**src/rtl/uart_irq_pkg.sv**
```systemverilog
// Package: shared request-vector type for the UART interrupt generator.
// Bit order is fixed: 0 TX, 1 RX, 2 RX-timeout, 3 CTS status.
package uart_irq_pkg;
    localparam int IRQ_N = 4;

    typedef struct packed {
        logic ms;
        logic rxto;
        logic rx;
        logic tx;
    } irq_vec_t;
endpackage

```
**src/rtl/uart_irq_level.sv**
```systemverilog
// Module: uart_irq_level
// Registers the two FIFO threshold requests. TX asks for data while the
// transmit FIFO holds at most half its depth; RX asks while the receive
// FIFO holds at least half. Assumes level inputs are synchronous to clk.
module uart_irq_level #(
    parameter int DEPTH = 16,
    parameter int LVL_W = 5
) (
    input  logic             clk,
    input  logic             rst_n,
    input  logic [LVL_W-1:0] tx_level,
    input  logic [LVL_W-1:0] rx_level,
    output logic             tx_raw,
    output logic             rx_raw
);
    localparam logic [LVL_W-1:0] HALF = LVL_W'(DEPTH / 2);

    // Sample both threshold comparisons once per clock.
    always_ff @(posedge clk) begin
        if (!rst_n) begin
            tx_raw <= 1'b0;
            rx_raw <= 1'b0;
        end else begin
            tx_raw <= (tx_level <= HALF);
            rx_raw <= (rx_level >= HALF);
        end
    end


    tx_thresh_chk: assert property (@(posedge clk) disable iff (!rst_n)
        $past(rst_n) |-> (tx_raw == $past(tx_level <= HALF)));

    rx_thresh_chk: assert property (@(posedge clk) disable iff (!rst_n)
        $past(rst_n) |-> (rx_raw == $past(rx_level >= HALF)));
endmodule

```
**src/rtl/uart_irq_rxto.sv**
```systemverilog
// Module: uart_irq_rxto
// Counts bit periods of receive silence. The count restarts on each
// received character and whenever the receive FIFO is empty, and
// saturates at TIMEOUT_BITS. The request is high at saturation while
// the FIFO still holds data. Assumes bit_tick is a one-cycle pulse.
module uart_irq_rxto #(
    parameter int LVL_W        = 5,
    parameter int TIMEOUT_BITS = 32
) (
    input  logic             clk,
    input  logic             rst_n,
    input  logic [LVL_W-1:0] rx_level,
    input  logic             rx_strobe,
    input  logic             bit_tick,
    output logic             rxto_raw
);
    localparam int CNT_W = $clog2(TIMEOUT_BITS + 1);
    localparam logic [CNT_W-1:0] LIMIT = CNT_W'(TIMEOUT_BITS);

    logic [CNT_W-1:0] sil_cnt;
    logic             rx_empty;

    assign rx_empty = (rx_level == '0);

    // Advance, restart or hold the silence count.
    always_ff @(posedge clk) begin
        if (!rst_n) begin
            sil_cnt <= '0;
        end else if (rx_strobe || rx_empty) begin
            sil_cnt <= '0;
        end else if (bit_tick && (sil_cnt != LIMIT)) begin
            sil_cnt <= sil_cnt + 1'b1;
        end
    end

    // Request while saturated and data is waiting.
    always_comb begin
        rxto_raw = (sil_cnt == LIMIT) && !rx_empty;
    end


    cnt_restart_chk: assert property (@(posedge clk) disable iff (!rst_n)
        (rx_strobe || rx_empty) |=> (sil_cnt == '0));

    cnt_sat_chk: assert property (@(posedge clk) disable iff (!rst_n)
        (sil_cnt == LIMIT && !rx_strobe && !rx_empty) |=> (sil_cnt == LIMIT));
endmodule

```
**src/rtl/uart_irq_cts.sv**
```systemverilog
// Module: uart_irq_cts
// Synchronizes the asynchronous CTS input through two flops, detects
// any change, and latches a status request until cleared. A detected
// change wins over a clear in the same cycle.
module uart_irq_cts (
    input  logic clk,
    input  logic rst_n,
    input  logic cts_in,
    input  logic status_clear,
    output logic ms_raw
);
    logic sync_a, sync_b, cts_prev;
    logic cts_edge;

    // Two-flop synchronizer plus one history flop for edge detection.
    always_ff @(posedge clk) begin
        if (!rst_n) begin
            sync_a   <= 1'b0;
            sync_b   <= 1'b0;
            cts_prev <= 1'b0;
        end else begin
            sync_a   <= cts_in;
            sync_b   <= sync_a;
            cts_prev <= sync_b;
        end
    end

    assign cts_edge = sync_b ^ cts_prev;

    // Latch on change, clear on request, change has priority.
    always_ff @(posedge clk) begin
        if (!rst_n) begin
            ms_raw <= 1'b0;
        end else if (cts_edge) begin
            ms_raw <= 1'b1;
        end else if (status_clear) begin
            ms_raw <= 1'b0;
        end
    end


    edge_sets_chk: assert property (@(posedge clk) disable iff (!rst_n)
        cts_edge |=> ms_raw);

    clear_drops_chk: assert property (@(posedge clk) disable iff (!rst_n)
        (status_clear && !cts_edge) |=> !ms_raw);

    hold_chk: assert property (@(posedge clk) disable iff (!rst_n)
        (!status_clear && !cts_edge) |=> (ms_raw == $past(ms_raw)));
endmodule

```
**src/rtl/uart_irq_gen.sv**
```systemverilog
// Module: uart_irq_gen (top)
// Combines the FIFO threshold, receive-timeout and CTS-change requests,
// applies the per-source enables, ORs the masked lines into one output
// and offers raw or masked status on a read port.
// Assumes all inputs except cts_in are synchronous to clk.
module uart_irq_gen
    import uart_irq_pkg::*;
#(
    parameter int DEPTH        = 16,
    parameter int TIMEOUT_BITS = 32,
    parameter int LVL_W        = $clog2(DEPTH + 1)
) (
    input  logic             clk,
    input  logic             rst_n,
    input  logic [LVL_W-1:0] tx_level,
    input  logic [LVL_W-1:0] rx_level,
    input  logic             rx_strobe,
    input  logic             bit_tick,
    input  logic             cts_in,
    input  logic [IRQ_N-1:0] irq_enable,
    input  logic             status_clear,
    input  logic             rd_sel,
    output logic [IRQ_N-1:0] rd_data,
    output logic             irq_tx,
    output logic             irq_rx,
    output logic             irq_rxto,
    output logic             irq_status,
    output logic             irq_any
);
    irq_vec_t         raw_v;
    logic [IRQ_N-1:0] raw_bits;
    logic [IRQ_N-1:0] masked_bits;

    uart_irq_level #(.DEPTH(DEPTH), .LVL_W(LVL_W)) level_i (
        .clk      (clk),
        .rst_n    (rst_n),
        .tx_level (tx_level),
        .rx_level (rx_level),
        .tx_raw   (raw_v.tx),
        .rx_raw   (raw_v.rx)
    );

    uart_irq_rxto #(.LVL_W(LVL_W), .TIMEOUT_BITS(TIMEOUT_BITS)) rxto_i (
        .clk       (clk),
        .rst_n     (rst_n),
        .rx_level  (rx_level),
        .rx_strobe (rx_strobe),
        .bit_tick  (bit_tick),
        .rxto_raw  (raw_v.rxto)
    );

    uart_irq_cts cts_i (
        .clk          (clk),
        .rst_n        (rst_n),
        .cts_in       (cts_in),
        .status_clear (status_clear),
        .ms_raw       (raw_v.ms)
    );

    assign raw_bits = raw_v;

    // Per-source masking, one gate per request.
    for (genvar g = 0; g < IRQ_N; g++) begin : g_mask
        assign masked_bits[g] = raw_bits[g] & irq_enable[g];
    end

    // Drive the individual, combined and read-port outputs.
    always_comb begin
        irq_tx     = masked_bits[0];
        irq_rx     = masked_bits[1];
        irq_rxto   = masked_bits[2];
        irq_status = masked_bits[3];
        irq_any    = |masked_bits;
        rd_data    = rd_sel ? masked_bits : raw_bits;
    end


    tx_mask_chk: assert property (@(posedge clk) disable iff (!rst_n)
        !irq_enable[0] |-> !irq_tx);

    ms_mask_chk: assert property (@(posedge clk) disable iff (!rst_n)
        !irq_enable[3] |-> !irq_status);

    any_chk: assert property (@(posedge clk) disable iff (!rst_n)
        irq_any |-> (irq_tx || irq_rx || irq_rxto || irq_status));
endmodule

```
**config.mk**
```make
export PLATFORM = sky130hd
export DESIGN_NAME = uart_irq_gen
export DESIGN_NICKNAME = d
export VERILOG_FILES = /design/src/rtl/uart_irq_pkg.sv /design/src/rtl/uart_irq_level.sv /design/src/rtl/uart_irq_rxto.sv /design/src/rtl/uart_irq_cts.sv /design/src/rtl/uart_irq_gen.sv
export SDC_FILE = /design/constraint.sdc
export NUM_CORES = 1
export LEC_CHECK = 0
export ABC_AREA = 1
export BUFFER_PORTS_ARGS = -buffer_cell sky130_fd_sc_hd__buf_2
export CAP_MARGIN = 20
export CORE_MARGIN = 1.5
export CORE_UTILIZATION = 44
export CTS_CLUSTER_DIAMETER = 120
export DETAILED_ROUTE_END_ITERATION = 10
export GPL_TIMING_DRIVEN = 0
export PLACE_DENSITY = 0.76
export SLEW_MARGIN = 20
export SYNTH_ARGS = -nofsm -noshare
export SYNTH_HDL_FRONTEND = slang
export SYNTH_SLANG_ARGS = --single-unit
```
**constraint.sdc**
```tcl
create_clock -name clk -period 1.6 [get_ports clk]
set_input_delay 0.32 -clock clk [delete_from_list [all_inputs] [get_ports clk]]
set_output_delay 0.32 -clock clk [all_outputs]
set_load 0.02 [all_outputs]
```
==> results of run 1 <==
-- worst reg2reg max path: stages, from the launching register on --
cell and delay [ns]:
dfxtp_2 0.33, buf_4 0.13, buf_4 0.14, ha_1 0.23
nand3_1 0.09, nand2_1 0.05, nand2_1 0.06, nand3_1 0.06
a21oi_1 0.12
-- worst max path at each step --
stage | startpoint | to | slack, ns
final | rxto_i.sil_cnt[0]$_SDFFE_PP0P_ | rd_data[2] | 0.03
after global routing | rxto_i.sil_cnt[0]$_SDFFE_PP0P_ | irq_any | -0.05
after CTS | rxto_i.sil_cnt[5]$_SDFFE_PP0P_ | rd_data[2] | 0.001
after detailed placement | rxto_i.sil_cnt[0]$_SDFFE_PP0P_ | rd_data[2] | 0.06
after global placement | rxto_i.sil_cnt[0]$_SDFFE_PP0P_ | rd_data[2] | 0.09
after floorplan | rxto_i.sil_cnt[0]$_SDFFE_PP0P_ | rd_data[2] | 0.14
-- layout by cell type (no fill, tap or decap), types with 4 or more instances in the layout --
master / instances
dfxtp_1: 7
nor2_1: 5
o21ai_0: 4
inv_1: 16
dfxtp_2: 5
buf_4: 6
buf_2: 26
nand2_1: 22
a21oi_1: 4
inv_2: 4
nand3_1: 8
-- where the power goes --
group / switching, mW / internal (mW)
Sequential: 0.00426 / 0.308
Combinational: 0.0536 / 0.0444
Clock: 0.105 / 0.138
-- metal layers --
metal  part of all wire, %  global-route usage (%)  wire (um)
met3                   7.5                   3.478        112
met4                   3.0                   11.61         44
met1                    41                   19.26        608
met2                    49                   30.31        723
met5                     0                       0          0
-- cell type report --
| type | instances | area, um2 |
|---|---|---|
| clock buffers | 4 | 36.28 |
| fillers | 127 | 427.9 |
| flip-flops and latches | 12 | 246.5 |
| repair buffers | 32 | 181.4 |
| well taps | 15 | 18.77 |
| multi-input cells | 62 | 359.1 |
| inverters | 20 | 75.07 |
| plain buffers | 1 | 5.005 |
-- kinds of logic after synthesis --
logic type	count (synthesis)	share of synthesized area [%]
DFF	12	36.02
AOI/OAI and AO/OA	11	9.381
xor gates and xnor gates	2	2.627
buffers and inverters	22	13.69
and+or+nand+nor	47	34.52
adders and majority gates	2	3.752
-- what timing repair did --
action	4_1_cts	5_1_grt
setup endpoints to repair	3	3
pin swaps	4	2
gates resized for setup	11	5
setup buffers	3	1
-- metrics by stage --
stage,hold WS (ns),TNS [ns]
floorplan,0.3900,0
global placement,0.3931,0
detailed placement,0.4057,0
CTS,0.2025,0
global route,0.1978,-0.1220
finish,0.2043,0
-- registers in the layout, indices dropped and copies added, names as in the netlist --
signal          count
cts_i.sync_a        1
level_i.rx_raw      1
rxto_i.sil_cnt      6
cts_i.sync_b        1
level_i.tx_raw      1
cts_i.cts_prev      1
cts_i.ms_raw        1
==> impl_metrics.toml, run 1 <==
[floorplan]
ios = 30
dieArea_um2 = 1758
die_w_um = 41.93
core_region_area_um2 = 1350
initial_core_util_pct = 49.40
die_h_um = 41.93
rows = 13

[clock_tree]
clock_path_buffers = 2
cts.clk_slew.worst_paths_ns = 0.08
clock_latency_ns = 0.28
cts_max_level = 1
clockRootBuffer = "clkbuf_4"
clock_sinks = 12
numCtsBuffers = 3
ctsHoldBuffers = 0
cts_tree = "yes"

[worst_setup_path]
path_class = "reg -> out"
critPathBufInv = 3
critical-path-max-stage-delay_ns = 0.33
r2r-end = "rxto_i.sil_cnt[4]$_SDFFE_PP0P_"
cp_max_fo = 2
cp_top_family = "flip-flops"
crit_slowest_cell = "dfxtp_2"
critPathLaunchType = "flop"
crit_cells = 7
cp_common_cell = "inv_2"
rr_startpoint = "rxto_i.sil_cnt[0]$_SDFFE_PP0P_"
end_kind = "output port"
critical_path_required_ns = 1.28
reg2reg_setup_slack_ns = 0.32
r2r_cells = 8
crit_chain = "inv_2 > ha_4 > nand3_4 > inv_2 > nand2_1 > o21ai_2 > buf_6"
crit_arrival_ns = 1.25

[sta]
post-route-period-util_pct = 98.42
fin_skew_ns = 0.007004
setup_viol = 0
slew_violations = 0
maxSlewHeadroom_pct = 83.03
period_needed_ns = 1.575
tightest_slew_ns = 0.2539
hold_viol_final = 0
setup_slack_ns = 0.02529
rsz0062_at_grt = "yes"
fmax_mhz = 635.0

[route]
dr.first_iter.drc_count = 12
routed_wl_um = 1489
via_count = 709
drtPass1Iterations = 4
routedWlPerCell_um = 10.20
viasPerCell = 4.856
ant_nets = 0
drc = 0

[final_layout]
antenna_cells = 0
fin_area_um2 = 922.1
fin_util_pct = 68.30
instances_no_fill = 146
area_delta_synth_final_pct = 38.27
nets = 155
drive_above_1_share_pct = 41.98

[placement]
dp_hpwl_um = 1083
pre_cts_slack_ns = 0.05780
gp_congestion = 0.8345
place_area_um2 = 825.8
port_buffers = 28
post-place-cells = 139

[yosys]
seq_area_frac_synth_pct = 36.02
synthesis.area_um2 = 666.9
netlist_top_cells_count = "22 x nand2_1, 18 x inv_1, 12 x dfxtp_1, 9 x nand3_1, 6 x nor2_1"
synth_most_common_cell = "nand2_1"
avgSynthCellArea_um2 = 6.947
synthDistinctLibCells = 21
synth.largest_area_cell = "dfxtp_1"
synth_top_area_share_pct = 36.02
async_reset_ff_share_pct = 0
yosys_warnings = 0
synth_edf_count = 0
ys.flop_type = "dfxtp_1"
synthCells = 96
synth_nets = 119
synth-seq-cells = 12
post_synth_main_area_contributors = "dfxtp_1 36%, nand2_1 12%, inv_1 10%"

[flow_run]
maxCapViolations = 0

[pwr]
power_density_nw_per_um2 = 708.3
ir_drop_mv = 0.7758
total_power_mw = 0.6532
power_leakage_nw = 0.4998

[worst_hold_path]
hold_path_class = "in -> reg"
min_from = "tx_level[4]"
hold-path-cell-count = 2
hold_end = "level_i.tx_raw$_SDFF_PN0_"

[grt]
grt_max_degree = 9
grt_pass1_vias = 603
grt-ovfl-total = 0
grt_antenna_before_repair = 0
grt_pass1_wl_um = 2380
gr-usage-all-layers_pct = 17.59

[status]
outcome = "finished, final reports clean"
(Power assumes the default switching activity.)
==> run 2, diff against run 1 <==
--- a/config.mk
+++ b/config.mk
@@ -12,7 +12,6 @@
 export CORE_UTILIZATION = 44
 export CTS_CLUSTER_DIAMETER = 120
 export DETAILED_ROUTE_END_ITERATION = 10
-export GPL_TIMING_DRIVEN = 0
 export PLACE_DENSITY = 0.76
 export SLEW_MARGIN = 20
 export SYNTH_ARGS = -nofsm -noshare
==> run 2 against run 1 <==
  * First-iteration DRC count is 25% higher
  * Power is 1.6% lower
  * Combinational power is 4.3% lower
  * Clock power is 2% lower
  * Sequential share of layout area is 0.10 points lower
  * Final area is 0.14% lower
  * Sequential power hardly changed
  * Fmax is 1.8% higher
  * Non-clock buffer count is 1 higher
  * Utilization is 0.093 points lower
  * Critical path type unchanged
  * Largest cell class unchanged
==> impl_metrics.toml, run 2 (synthesis results as in run 1) <==
[pwr]
combPwrFrac_pct = 14.6
power.internal_mw = 0.4878
power_leakage_nw = 0.4998
swShare_pct = 24.14
total_power_mw = 0.6430
seqPwrFrac_pct = 48.5
power_density_nw_per_um2 = 698.2
clkPwrFrac_pct = 36.9
power.switching_mw = 0.1552
ir_drop_mv = 0.6008

[worst_setup_path]
cp_max_fo = 2
crit_chain = "inv_2 > ha_4 > nand3_4 > inv_2 > nand2_1 > o21ai_1 > buf_4"
crit_arrival_ns = 1.23
r2r_cells = 8
critical-path-max-stage-delay_ns = 0.33
reg2reg_setup_slack_ns = 0.36
end_kind = "output port"
critPathLaunchType = "flop"
cp_common_cell = "inv_2"
critical_path_required_ns = 1.28
path_class = "reg -> out"
rr_startpoint = "rxto_i.sil_cnt[1]$_SDFFE_PP0P_"
crit_slowest_cell = "dfxtp_2"
r2r-end = "rxto_i.sil_cnt[0]$_SDFFE_PP0P_"

[placement]
post-place-cells = 140
pre_cts_slack_ns = 0.1585
place_area_um2 = 829.5
port_buffers = 29
gp_congestion = 0.8353
dp_hpwl_um = 1067

[worst_hold_path]
min_from = "tx_level[4]"
hold_end = "level_i.tx_raw$_SDFF_PN0_"
hold-path-cell-count = 2
hold_path_class = "in -> reg"

[route]
dr.first_iter.drc_count = 15
ant_nets = 0
wl_met3_um = 99
wl_met2_um = 621
wl_met1_um = 674
drtPass1Iterations = 4
routedWlPerCell_um = 9.755
viasPerCell = 4.789
topRoutingLayerUsed = "met4"
via_count = 704
routed_wl_um = 1434
drc = 0

[floorplan]
die_h_um = 41.93
ios = 30
initial_core_util_pct = 49.40
die_w_um = 41.93
dieArea_um2 = 1758
core_region_area_um2 = 1350
rows = 13

[sta]
setup_slack_ns = 0.05330
hold_viol_final = 0
post-route-period-util_pct = 96.67
slew_violations = 0
fin_skew_ns = 0.004929
fmax_mhz = 646.5
period_needed_ns = 1.547
tightest_slew_ns = 0.2571
setup_viol = 0
rsz0062_at_grt = "yes"
maxSlewHeadroom_pct = 82.82

[grt]
grt-ovfl-total = 0
grt_antenna_before_repair = 0
grt_pass1_vias = 641
grt_pass1_wl_um = 2573
gr-usage-all-layers_pct = 18.74
grt_max_degree = 9

[clock_tree]
clock_path_buffers = 2
clock_sinks = 12
cts_tree = "yes"
cts.clk_slew.worst_paths_ns = 0.07
clock_latency_ns = 0.27
ctsHoldBuffers = 0
cts_max_level = 1
numCtsBuffers = 3
clockRootBuffer = "clkbuf_4"

[final_layout]
area_delta_synth_final_pct = 38.09
layout_commonest_cell = "buf_2"
instances_no_fill = 147
nets = 156
final_cell_mix = "28 x buf_2, 22 x nand2_1, 15 x inv_1, 8 x nand3_1, 8 x dfxtp_1"
drive_above_1_share_pct = 41.67
antenna_cells = 0
fin_area_um2 = 920.9
largest_register_ffs = 6
fillers = 121
largest_register = "rxto_i.sil_cnt"
fin_util_pct = 68.21

[flow_run]
maxCapViolations = 0

[status]
outcome = "finished, final reports clean"
## run 2: metrics by stage
step	setup TNS [ns]	hold slack, ns
after CTS	0	0.1988
after floorplan	0	0.3900
final	0	0.2021
after global routing	-0.03016	0.1969
after detailed placement	0	0.4012
after global placement	0	0.3961
## run 2: power by group through the flow
stage / clock, mW / combinational (mW) / sequential [mW]
after floorplan: 0 / 0.0479 / 0.318
after global placement: 0 / 0.0861 / 0.319
after detailed placement: 0 / 0.0873 / 0.320
after CTS: 0.244 / 0.0937 / 0.312
after global routing: 0.261 / 0.104 / 0.313
final: 0.237 / 0.0938 / 0.312
## run 2: area by class of cell
cell class / count / area [um2] / area share, %
multi-input combinational: 62 / 360.3 / 39.13
sequential: 12 / 245.2 / 26.63
timing repair buffer: 34 / 185.2 / 20.11
inverter: 20 / 75.07 / 8.152
clock buffer: 4 / 36.28 / 3.940
tap: 15 / 18.77 / 2.038
## run 2: worst max-delay path, delay by kind of cell (launching register included)
family                   cells  cell delay [ns]
flip-flops                   1             0.33
buffers and inverters        3             0.28
adder cells (fa/ha/maj)      1             0.14
AO/OA/AOI/OAI                1             0.11
AND/OR/NAND/NOR              2             0.10
## run 2: worst max path at each step
stage / from / end / slack [ns] / cells after the start
3_3_place_gp: rxto_i.sil_cnt[0]$_SDFFE_PP0P_ / rd_data[2] / 0.20 / 7
2_1_floorplan: rxto_i.sil_cnt[0]$_SDFFE_PP0P_ / rd_data[2] / 0.14 / 6
4_1_cts: rxto_i.sil_cnt[5]$_SDFFE_PP0P_ / rd_data[2] / 0.005 / 7
6_report: rxto_i.sil_cnt[1]$_SDFFE_PP0P_ / rd_data[2] / 0.05 / 7
3_5_place_dp: rxto_i.sil_cnt[0]$_SDFFE_PP0P_ / rd_data[2] / 0.16 / 7
5_1_grt: rxto_i.sil_cnt[1]$_SDFFE_PP0P_ / rd_data[2] / -0.03 / 7
## run 2: layer usage
metal | global-route usage [%] | up-vias
li1 | - | 372
met1 | 22.89 | 300
met2 | 29.69 | 28
met3 | 5.217 | 4
met4 | 9.677 | 0
met5 | 0 | -
## run 2: repair_timing
item,in CTS,in global routing
pin swaps,2,3
resized for setup,9,4
buffers inserted,2,1
setup endpoints to repair,3,3
==> run 3, diff against run 2 <==
--- a/config.mk
+++ b/config.mk
@@ -8,11 +8,11 @@
 export ABC_AREA = 1
 export BUFFER_PORTS_ARGS = -buffer_cell sky130_fd_sc_hd__buf_2
 export CAP_MARGIN = 20
+export CORE_ASPECT_RATIO = 0.75
 export CORE_MARGIN = 1.5
-export CORE_UTILIZATION = 44
+export CORE_UTILIZATION = 35
 export CTS_CLUSTER_DIAMETER = 120
 export DETAILED_ROUTE_END_ITERATION = 10
-export PLACE_DENSITY = 0.76
 export SLEW_MARGIN = 20
 export SYNTH_ARGS = -nofsm -noshare
 export SYNTH_HDL_FRONTEND = slang
==> run 3 against run 2 <==
  * Non-clock buffer count decreased by 2
  * Cell count increased by 3.4%
  * Worst setup slack got worse by 0.0078 ns
  * Global-route usage decreased by 4.9 points
  * Register-to-register slack improved by 0.10 ns
  * Fmax decreased by 0.50%
  * Sequential power about the same
  * Sequential cell count unchanged
  * First-iteration DRC count decreased by 27%
  * Worst hold slack got worse by 0.010 ns
  * Utilization decreased by 16 points
  * Wire length decreased by 3.5%
==> impl_metrics.toml, run 3 (synthesis results as in run 1) <==
[sta]
period_needed_ns = 1.555
post-route-period-util_pct = 97.16
whs_ns = 0.1921
hold_viol_final = 0
fmax_mhz = 643.3
setup_slack_ns = 0.04549
slew_violations = 0
maxSlewHeadroom_pct = 82.11
rsz0062_at_grt = "yes"
fin_skew_ns = 0.004843
tightest_slew_ns = 0.2677
setup_viol = 0

[route]
routedWlPerCell_um = 9.105
drtPass1Iterations = 3
via_count = 684
drc = 0
routed_wl_um = 1384
viasPerCell = 4.500
dr.first_iter.drc_count = 11
ant_nets = 0

[worst_setup_path]
r2r-end = "rxto_i.sil_cnt[4]$_SDFFE_PP0P_"
crit_arrival_ns = 1.23
r2r_cells = 7
rr_startpoint = "rxto_i.sil_cnt[0]$_SDFFE_PP0P_"
path_class = "reg -> out"
cp_max_fo = 5
critical_path_required_ns = 1.28
crit_chain = "nor2_2 > nand3_4 > inv_2 > nand2_1 > o21ai_1 > buf_4"
reg2reg_setup_slack_ns = 0.46
end_kind = "output port"
critical-path-max-stage-delay_ns = 0.36
critPathLaunchType = "flop"
crit_slowest_cell = "dfxtp_1"

[final_layout]
antenna_cells = 0
largest_register = "rxto_i.sil_cnt"
nets = 154
layout_commonest_cell = "buf_2"
drive_above_1_share_pct = 40.00
fillers = 174
largest_register_ffs = 6
final_cell_mix = "26 x buf_2, 22 x nand2_1, 16 x inv_1, 8 x nand3_1, 8 x dfxtp_1"
area_delta_synth_final_pct = 38.27

[clock_tree]
cts_max_level = 1
ctsHoldBuffers = 0
clock_sinks = 12
clockRootBuffer = "clkbuf_4"
numCtsBuffers = 3
cts_tree = "yes"
cts.clk_slew.worst_paths_ns = 0.08
clock_latency_ns = 0.28
clock_path_buffers = 2

[placement]
pre_cts_slack_ns = 0.1733
dp_hpwl_um = 1091
gp_congestion = 0.7458
port_buffers = 29

[grt]
grt_pass1_wl_um = 2125
grt_pass1_vias = 542
grt_antenna_before_repair = 0
gr-usage-all-layers_pct = 13.86
grt-ovfl-total = 0
grt_max_degree = 9

[worst_hold_path]
hold_path_class = "in -> reg"
min_from = "tx_level[4]"
hold-path-cell-count = 2
hold_end = "level_i.tx_raw$_SDFF_PN0_"

[pwr]
power_leakage_nw = 0.4930
ir_drop_mv = 0.4733
power_density_nw_per_um2 = 707.1

[floorplan]
die_w_um = 53.41
initial_core_util_pct = 37.96
die_h_um = 40.80
ios = 30
dieArea_um2 = 2179
rows = 13
core_region_area_um2 = 1757

[status]
outcome = "finished, final reports clean"

[flow_run]
maxCapViolations = 0
## run 3: area by class of cell
type                    instances  area [um2]  share of cell area [%]
multi-input cells              62       355.3                   38.53
flip-flops and latches         12       245.2                   26.59
clock buffers                   4       36.28                   3.935
repair buffers                 32       182.7                   19.81
well taps                      22       27.53                   2.985
inverters                      20       75.07                   8.141
## run 3: stage by stage
step	std cells	TNS, ns	utilization, %	instance area, um2	power, mW
floorplan	96	0	-	666.9	0.3664
global placement	146	0	47.29	830.8	0.4069
detailed placement	146	0	47.29	830.8	0.4077
CTS	152	0	51.71	908.4	0.6637
global route	152	-0.05983	52.49	922.1	0.6900
finish	152	0	52.49	922.1	0.6520
## run 3: report_power, final
group          internal [mW]  total [mW]  switching, mW
clock network          0.138       0.243          0.105
logic                 0.0443      0.0966         0.0524
registers              0.308       0.312        0.00439
total                  0.490       0.652          0.162
## run 3: repair_timing
action,CTS,global route
pin swaps,2,1
setup buffers,2,0
endpoints found under the setup margin,3,3
gates resized for setup,10,5
## run 3: worst max-delay path: cells and delay by family, from the launching register on
| kind | cells | cell delay [ns] |
|---|---|---|
| flops | 1 | 0.36 |
| buf+inv | 2 | 0.21 |
| simple gates | 3 | 0.28 |
| compound gates | 1 | 0.11 |
## run 3: worst max path at each step
| stage | startpoint | end | depth (start not counted) |
|---|---|---|---|
| 6_report | rxto_i.sil_cnt[4]$_SDFFE_PP0P_ | rd_data[2] | 6 |
| 5_1_grt | rxto_i.sil_cnt[1]$_SDFFE_PP0P_ | rd_data[2] | 7 |
| 4_1_cts | rxto_i.sil_cnt[5]$_SDFFE_PP0P_ | rd_data[2] | 7 |
| 3_5_place_dp | rxto_i.sil_cnt[0]$_SDFFE_PP0P_ | rd_data[2] | 7 |
| 3_3_place_gp | rxto_i.sil_cnt[0]$_SDFFE_PP0P_ | rd_data[2] | 7 |
| 2_1_floorplan | rxto_i.sil_cnt[0]$_SDFFE_PP0P_ | rd_data[2] | 6 |
## run 3: routing by layer
layer / GRT usage [%] / wire length [um]
met5: 0 / 0
met4: 3.846 / 13
met3: 5.474 / 90
met2: 22.53 / 550
met1: 17.25 / 729
